## config.mk

```make
export PLATFORM = sky130hd
export DESIGN_NAME = miss_track_file
export DESIGN_NICKNAME = d
export VERILOG_FILES = /design/src/rtl/mtf_pkg.sv /design/src/rtl/mtf_match.sv /design/src/rtl/mtf_pick.sv /design/src/rtl/miss_track_file.sv
export SDC_FILE = /design/constraint.sdc
export NUM_CORES = 1
export LEC_CHECK = 0
export BUFFER_PORTS_ARGS = -buffer_cell sky130_fd_sc_hd__buf_2
export CAP_MARGIN = 20
export CORE_ASPECT_RATIO = 0.8
export CORE_MARGIN = 1
export CORE_UTILIZATION = 51
export DETAILED_ROUTE_END_ITERATION = 8
export PLACE_DENSITY = 0.68
export SLEW_MARGIN = 20
export SYNTH_ARGS = -nofsm -noshare
export SYNTH_HDL_FRONTEND = slang
export SYNTH_SLANG_ARGS = --single-unit
```

## constraint.sdc

```tcl
create_clock -name clk -period 4.65 [get_ports clk]
set_input_delay 0.2325 -clock clk [delete_from_list [all_inputs] [get_ports clk]]
set_output_delay 0.2325 -clock clk [all_outputs]
set_load 0.005 [all_outputs]
```

## src/rtl/mtf_pkg.sv

```systemverilog
package mtf_pkg;
  typedef enum logic [1:0] {
    ENT_FREE  = 2'd0,
    ENT_WAIT  = 2'd1,
    ENT_DRAIN = 2'd2
  } ent_state_e;
endpackage

```

## src/rtl/mtf_match.sv

```systemverilog
module mtf_match #(
  parameter int NUM_ENT = 8,
  parameter int ADDR_W  = 26,
  localparam int IDX_W  = (NUM_ENT > 1) ? $clog2(NUM_ENT) : 1
) (
  input  logic [ADDR_W-1:0]              key,
  input  logic [NUM_ENT-1:0][ADDR_W-1:0] ent_addr,
  input  logic [NUM_ENT-1:0]             live,
  output logic                           hit,
  output logic [IDX_W-1:0]               hit_idx
);
  logic [NUM_ENT-1:0] hit_vec;

  // one comparator per entry
  for (genvar g = 0; g < NUM_ENT; g++) begin : g_cmp
    assign hit_vec[g] = live[g] && (ent_addr[g] == key);
  end

  assign hit = |hit_vec;

  always_comb begin
    hit_idx = '0;
    for (int i = 0; i < NUM_ENT; i++) begin
      if (hit_vec[i]) hit_idx = hit_idx | IDX_W'(i);
    end
  end
endmodule

```

## src/rtl/mtf_pick.sv

```systemverilog
module mtf_pick #(
  parameter int NUM_ENT = 8,
  localparam int IDX_W  = (NUM_ENT > 1) ? $clog2(NUM_ENT) : 1,
  localparam int CNT_W  = $clog2(NUM_ENT + 1)
) (
  input  logic [NUM_ENT-1:0] free_vec,
  input  logic [CNT_W-1:0]   limit,
  output logic               found,
  output logic [IDX_W-1:0]   idx
);
  logic [NUM_ENT-1:0] cand;

  for (genvar g = 0; g < NUM_ENT; g++) begin : g_en
    assign cand[g] = free_vec[g] && (CNT_W'(g) < limit);
  end

  assign found = |cand;

  always_comb begin
    idx = '0;
    for (int i = NUM_ENT - 1; i >= 0; i--) begin
      if (cand[i]) idx = IDX_W'(i);
    end
  end
endmodule

```

## src/rtl/miss_track_file.sv

```systemverilog
module miss_track_file #(
  parameter int NUM_ENT = 8,
  parameter int NUM_TGT = 4,
  parameter int ADDR_W  = 26,
  parameter int TGT_W   = 8,
  localparam int IDX_W  = (NUM_ENT > 1) ? $clog2(NUM_ENT) : 1,
  localparam int CNT_W  = $clog2(NUM_ENT + 1),
  localparam int TC_W   = $clog2(NUM_TGT + 1),
  localparam int TP_W   = (NUM_TGT > 1) ? $clog2(NUM_TGT) : 1
) (
  input  logic              clk,
  input  logic              rst_n,
  input  logic [CNT_W-1:0]  cfg_limit,
  input  logic              req_valid,
  input  logic [ADDR_W-1:0] req_addr,
  input  logic [TGT_W-1:0]  req_tgt,
  output logic              blocked,
  output logic              mem_req_valid,
  output logic [ADDR_W-1:0] mem_req_addr,
  output logic [IDX_W-1:0]  mem_req_id,
  input  logic              fill_valid,
  input  logic [IDX_W-1:0]  fill_id,
  output logic              fill_ready,
  output logic              tgt_valid,
  input  logic              tgt_ready,
  output logic [TGT_W-1:0]  tgt_data,
  output logic [IDX_W-1:0]  tgt_id,
  output logic              tgt_last
);
  import mtf_pkg::*;

  // entry state
  ent_state_e [NUM_ENT-1:0]              st_q, st_d;
  logic [NUM_ENT-1:0][TC_W-1:0]          tcnt_q, tcnt_d;
  logic [NUM_ENT-1:0][ADDR_W-1:0]        addr_q, addr_d;
  logic [NUM_ENT-1:0][NUM_TGT-1:0][TGT_W-1:0] tgt_q, tgt_d;
  logic [CNT_W-1:0]                      occ_q, occ_d;

  // drain state
  logic             drn_act_q, drn_act_d;
  logic [IDX_W-1:0] drn_idx_q, drn_idx_d;
  logic [TC_W-1:0]  drn_ptr_q, drn_ptr_d;

  logic [NUM_ENT-1:0] wait_vec, free_vec;
  logic               hit, pick_found;
  logic [IDX_W-1:0]   hit_idx, pick_idx;
  logic               merge_ok, alloc_ok, fill_go, pop, done;
  logic               ent_we, drn_we, occ_we;

  for (genvar g = 0; g < NUM_ENT; g++) begin : g_vec
    assign wait_vec[g] = (st_q[g] == ENT_WAIT);
    assign free_vec[g] = (st_q[g] == ENT_FREE);
  end

  mtf_match #(.NUM_ENT(NUM_ENT), .ADDR_W(ADDR_W)) u_match (
    .key     (req_addr),
    .ent_addr(addr_q),
    .live    (wait_vec),
    .hit     (hit),
    .hit_idx (hit_idx)
  );

  mtf_pick #(.NUM_ENT(NUM_ENT)) u_pick (
    .free_vec(free_vec),
    .limit   (cfg_limit),
    .found   (pick_found),
    .idx     (pick_idx)
  );

  // request side
  assign merge_ok = req_valid && hit && (tcnt_q[hit_idx] < TC_W'(NUM_TGT));
  assign alloc_ok = req_valid && !hit && pick_found && (occ_q < cfg_limit);
  assign blocked  = req_valid && !merge_ok && !alloc_ok;

  assign mem_req_valid = alloc_ok;
  assign mem_req_addr  = req_addr;
  assign mem_req_id    = pick_idx;

  // completion side
  assign fill_ready = !drn_act_q;
  assign fill_go    = fill_valid && fill_ready && (st_q[fill_id] == ENT_WAIT);

  assign tgt_valid = drn_act_q;
  assign tgt_id    = drn_idx_q;
  assign tgt_data  = tgt_q[drn_idx_q][drn_ptr_q[TP_W-1:0]];
  assign tgt_last  = ((drn_ptr_q + TC_W'(1)) == tcnt_q[drn_idx_q]);
  assign pop       = tgt_valid && tgt_ready;
  assign done      = pop && tgt_last;

  assign ent_we = alloc_ok || merge_ok || fill_go || done;
  assign drn_we = fill_go || pop;
  assign occ_we = alloc_ok || done;

  // next state: entries
  always_comb begin
    st_d   = st_q;
    tcnt_d = tcnt_q;
    addr_d = addr_q;
    tgt_d  = tgt_q;
    if (alloc_ok) begin
      st_d[pick_idx]      = ENT_WAIT;
      tcnt_d[pick_idx]    = TC_W'(1);
      addr_d[pick_idx]    = req_addr;
      tgt_d[pick_idx][0]  = req_tgt;
    end
    if (merge_ok) begin
      tcnt_d[hit_idx] = tcnt_q[hit_idx] + TC_W'(1);
      tgt_d[hit_idx][tcnt_q[hit_idx][TP_W-1:0]] = req_tgt;
    end
    if (fill_go) st_d[fill_id]   = ENT_DRAIN;
    if (done)    st_d[drn_idx_q] = ENT_FREE;
  end

  // next state: occupancy
  always_comb begin
    occ_d = occ_q;
    if (alloc_ok && !done)      occ_d = occ_q + CNT_W'(1);
    else if (!alloc_ok && done) occ_d = occ_q - CNT_W'(1);
  end

  // next state: drain sequencer
  always_comb begin
    drn_act_d = drn_act_q;
    drn_idx_d = drn_idx_q;
    drn_ptr_d = drn_ptr_q;
    if (fill_go) begin
      drn_act_d = 1'b1;
      drn_idx_d = fill_id;
      drn_ptr_d = '0;
    end else if (pop) begin
      if (tgt_last) drn_act_d = 1'b0;
      else          drn_ptr_d = drn_ptr_q + TC_W'(1);
    end
  end

  // control registers
  always_ff @(posedge clk or negedge rst_n) begin
    if (!rst_n) begin
      st_q   <= {NUM_ENT{ENT_FREE}};
      tcnt_q <= '0;
    end else if (ent_we) begin
      st_q   <= st_d;
      tcnt_q <= tcnt_d;
    end
  end

  always_ff @(posedge clk or negedge rst_n) begin
    if (!rst_n)      occ_q <= '0;
    else if (occ_we) occ_q <= occ_d;
  end

  always_ff @(posedge clk or negedge rst_n) begin
    if (!rst_n) begin
      drn_act_q <= 1'b0;
      drn_idx_q <= '0;
      drn_ptr_q <= '0;
    end else if (drn_we) begin
      drn_act_q <= drn_act_d;
      drn_idx_q <= drn_idx_d;
      drn_ptr_q <= drn_ptr_d;
    end
  end

  // payload registers, no reset
  always_ff @(posedge clk) begin
    if (alloc_ok || merge_ok) begin
      addr_q <= addr_d;
      tgt_q  <= tgt_d;
    end
  end
endmodule

```

==> impl_metrics.json <==
{
  "end_kind": "output pin",
  "worstSetupPathType": "in2out",
  "initial_core_util": 0.517,
  "cp.required_ns": 4.42,
  "numPortBuffers": 90,
  "wire_per_inst_um": 26.5,
  "grt_overflow": 0,
  "vias": 16540,
  "syn_area_per_cell_um2": 13.0,
  "post_cts_buffers": 0,
  "yosysMostFrequentCell": "edfxtp_1",
  "powerDensity_nw_per_um2": 541,
  "finalHoldViolCount": 0,
  "worst_slack_ns": 0.264,
  "synth_ff_type": "edfxtp_1",
  "htreeDepth": 2,
  "ys_seq_area_frac": 0.625,
  "leakagePower_nw": 9.14,
  "numCtsBuffers": 50,
  "clk_pin_slew_ns": 0.06,
  "slew_headroom": 0.333,
  "antenna_found_initial": 1,
  "cts_tree": "built",
  "final-max-slew-violation-count": 0,
  "worstMarginPinSlew_ns": 0.997,
  "grt_usage": 0.295,
  "rsz0062_at_grt": "false",
  "via_per_inst": 6.18,
  "synth_area_um2": 24300,
  "violations": "DRC",
  "cap_violations": 0,
  "status": "finished, violations left",
  "area_growth_pct": 13.9,
  "cp.arrival_ns": 4.15,
  "post-route-period-util": 0.943,
  "num_io_pins": 91,
  "die-height_um": 197,
  "hp-class": "in2reg",
  "drt_first_pass_iters": 8,
  "synth_cell_types": 75,
  "worstSkewPairLatency_ns": 0.61,
  "rows": 71,
  "slowest_stage": "dlygate4sd3_1",
  "dpl.hpwl_um": 48100,
  "final_layout_size_suffix_gt1_frac": 0.224,
  "grt_pass1_wl_um": 104000,
  "drt-total-wl_um": 71000,
  "cts_sinks": 515,
  "setup_viol": 0,
  "drt-initial-drc-count": 2076,
  "clock-root-buffer": "clkbuf_16",
  "fillCellCount": 3707,
  "ant_nets": 0,
  "coreArea_um2": 47000,
  "crit_top_cell": "buf_4",
  "dieArea_um2": 48600,
  "grt_pass1_vias": 16113,
  "fmax_mhz": 228,
  "clk_path_buf_depth": 3,
  "slowest_delay_ns": 0.53,
  "diodes": 0,
  "synthTopCellsByCount": "edfxtp_1 (464), nor2_1 (273), xor2_1 (197)",
  "multi_input_area_um2": 8340,
  "period_needed_ns": 4.39,
  "drc": 2,
  "yosysTopAreaCellShare": 0.573,
  "synthCells": 1867,
  "async_reset_ff_frac": 0.0990,
  "synthTopCellsByArea": "edfxtp_1 (57%), xor2_1 (7.1%), dfrtp_1 (5.2%)",
  "ys_ff_latch": 515,
  "place_congestion": 0.951,
  "die_x_um": 246,
  "yosysWarnings": 0,
  "syn-num-nets": 1925,
  "startpoint_type": "input port",
  "fin_worst_skew_ns": 0.0217,
  "cp_max_fo": 13,
  "grt_max_degree": 54,
  "synth_edf_count": 464,
  "yosys.area.top_type": "edfxtp_1",
  "regArea_um2": 15200,
  "nets": 2074,
  "crit_chain": "dlygate4sd3_1, buf_2, buf_4, xor2_1, nor4_1, nand4_1, o22ai_1, or3_4, buf_4, mux2i_1, o22a_1, buf_4, o211ai_1, and3b_1, buf_2",
  "stdcell_count": 2678,
  "dp_slack_ns": 0.0621,
  "place_inst": 2580,
  "peakVddDrop_mv": 0.615,
  "fin_tns_setup_ns": 0
}
## kinds of logic after synthesis
| kind of cell | share of synthesized area |
|---|---|
| AO/OA/AOI/OAI | 0.0800 |
| adder cells (fa/ha/maj) | 0.00648 |
| flip-flops | 0.625 |
| XOR/XNOR | 0.0771 |
| multiplexers | 0.0649 |
| AND/OR/NAND/NOR | 0.109 |
| buffers and inverters | 0.0374 |
## final timing paths
| kind | end | cells after the start | slack (ns) | from |
|---|---|---|---|---|
| worst max-delay path | blocked | 15 | 0.26 | req_addr[4] |
| worst min-delay path | addr_q[125]$_DFFE_PP_ | 1 | 0.04 | req_addr[21] |
| worst max register to register | tgt_q[161]$_DFFE_PP_ | 14 | 0.41 | addr_q[121]$_DFFE_PP_ |
| worst min register to register | occ_q[3]$_DFFE_PN0P_ | 1 | 0.47 | occ_q[3]$_DFFE_PN0P_ |
| max in group asynchronous | tgt_id[2]$_DFFE_PN0P_ | 3 | 3.86 | rst_n |
| min in group asynchronous | drn_ptr_q[2]$_DFFE_PN0P_ | 3 | 0.31 | rst_n |
## metrics by stage
stage	hold slack [ns]	total power [mW]	utilization	cell area [µm²]
after global placement	0.392	10.7	0.553	26000
final	0.0372	15.0	0.589	27700
after CTS	0.0204	14.9	0.589	27700
after detailed placement	0.403	10.8	0.553	26000
after floorplan	-0.0631	9.01	-	24300
after global routing	0.0402	15.6	0.589	27700
## cells in the final DEF (no fill, tap or decap), drive strengths merged, types with 5 or more instances in the layout
master	count
a21oi	57
a221oi	18
a22o	9
a22oi	64
a31oi	13
buf	229
bufinv	5
clkbuf	65
clkinv	24
dfrtp	51
edfxtp	464
ha	11
inv	26
mux2	98
mux2i	25
mux4	10
nand2	108
nand2b	14
nand3	28
nand3b	5
nand4	23
nor2	277
nor2b	15
nor3	17
nor4	52
o2111ai	13
o211ai	5
o21ai	31
o22ai	20
or2	7
xnor2	17
xor2	197
## sequential cells by signal (all words and copies together) (netlist names)
signal and flops:
drn_ptr_q 3, tgt_q 256, addr_q 208, tgt_id 3
tgt_valid 1, st_q 16, tcnt_q 24, occ_q 4
## area by class of cell
cell class,instances,area share
well taps,620,0.0280
clock inverters,29,0.00931
inverters,26,0.00352
multi-input cells,1190,0.301
flip-flops and latches,515,0.549
clock buffers,65,0.0499
repair buffers,233,0.0590
## report_power, final
group          leakage (nW)  internal [mW]  switching, mW  total, mW
clock network         0.808           2.37           1.77       4.13
registers              4.42           5.85          0.485       6.34
logic                  3.91           1.68           2.84       4.51
## routing by layer
layer	GRT usage	routed length, µm	vias to the layer above
met5	0	13	-
met4	0.0934	1960	2
met3	0.0970	9470	141
met2	0.402	29100	1005
met1	0.440	30400	8206
li1	-	-	7186
## worst max-delay path, delay by kind of cell
kind	cells	cell delay [ns]
muxes	1	0.33
AOI/OAI and AO/OA	3	0.79
xor gates and xnor gates	1	0.17
buffers and inverters	6	1.49
and+or+nand+nor	4	1.12
## timing repair
item | CTS | global route
hold buffers | 4 | 0
endpoints found under the setup margin | 0 | 51
hold endpoints to repair | 59 | 0
resized for setup | 0 | 5
No activity file was read; power rests on OpenSTA's default activity.
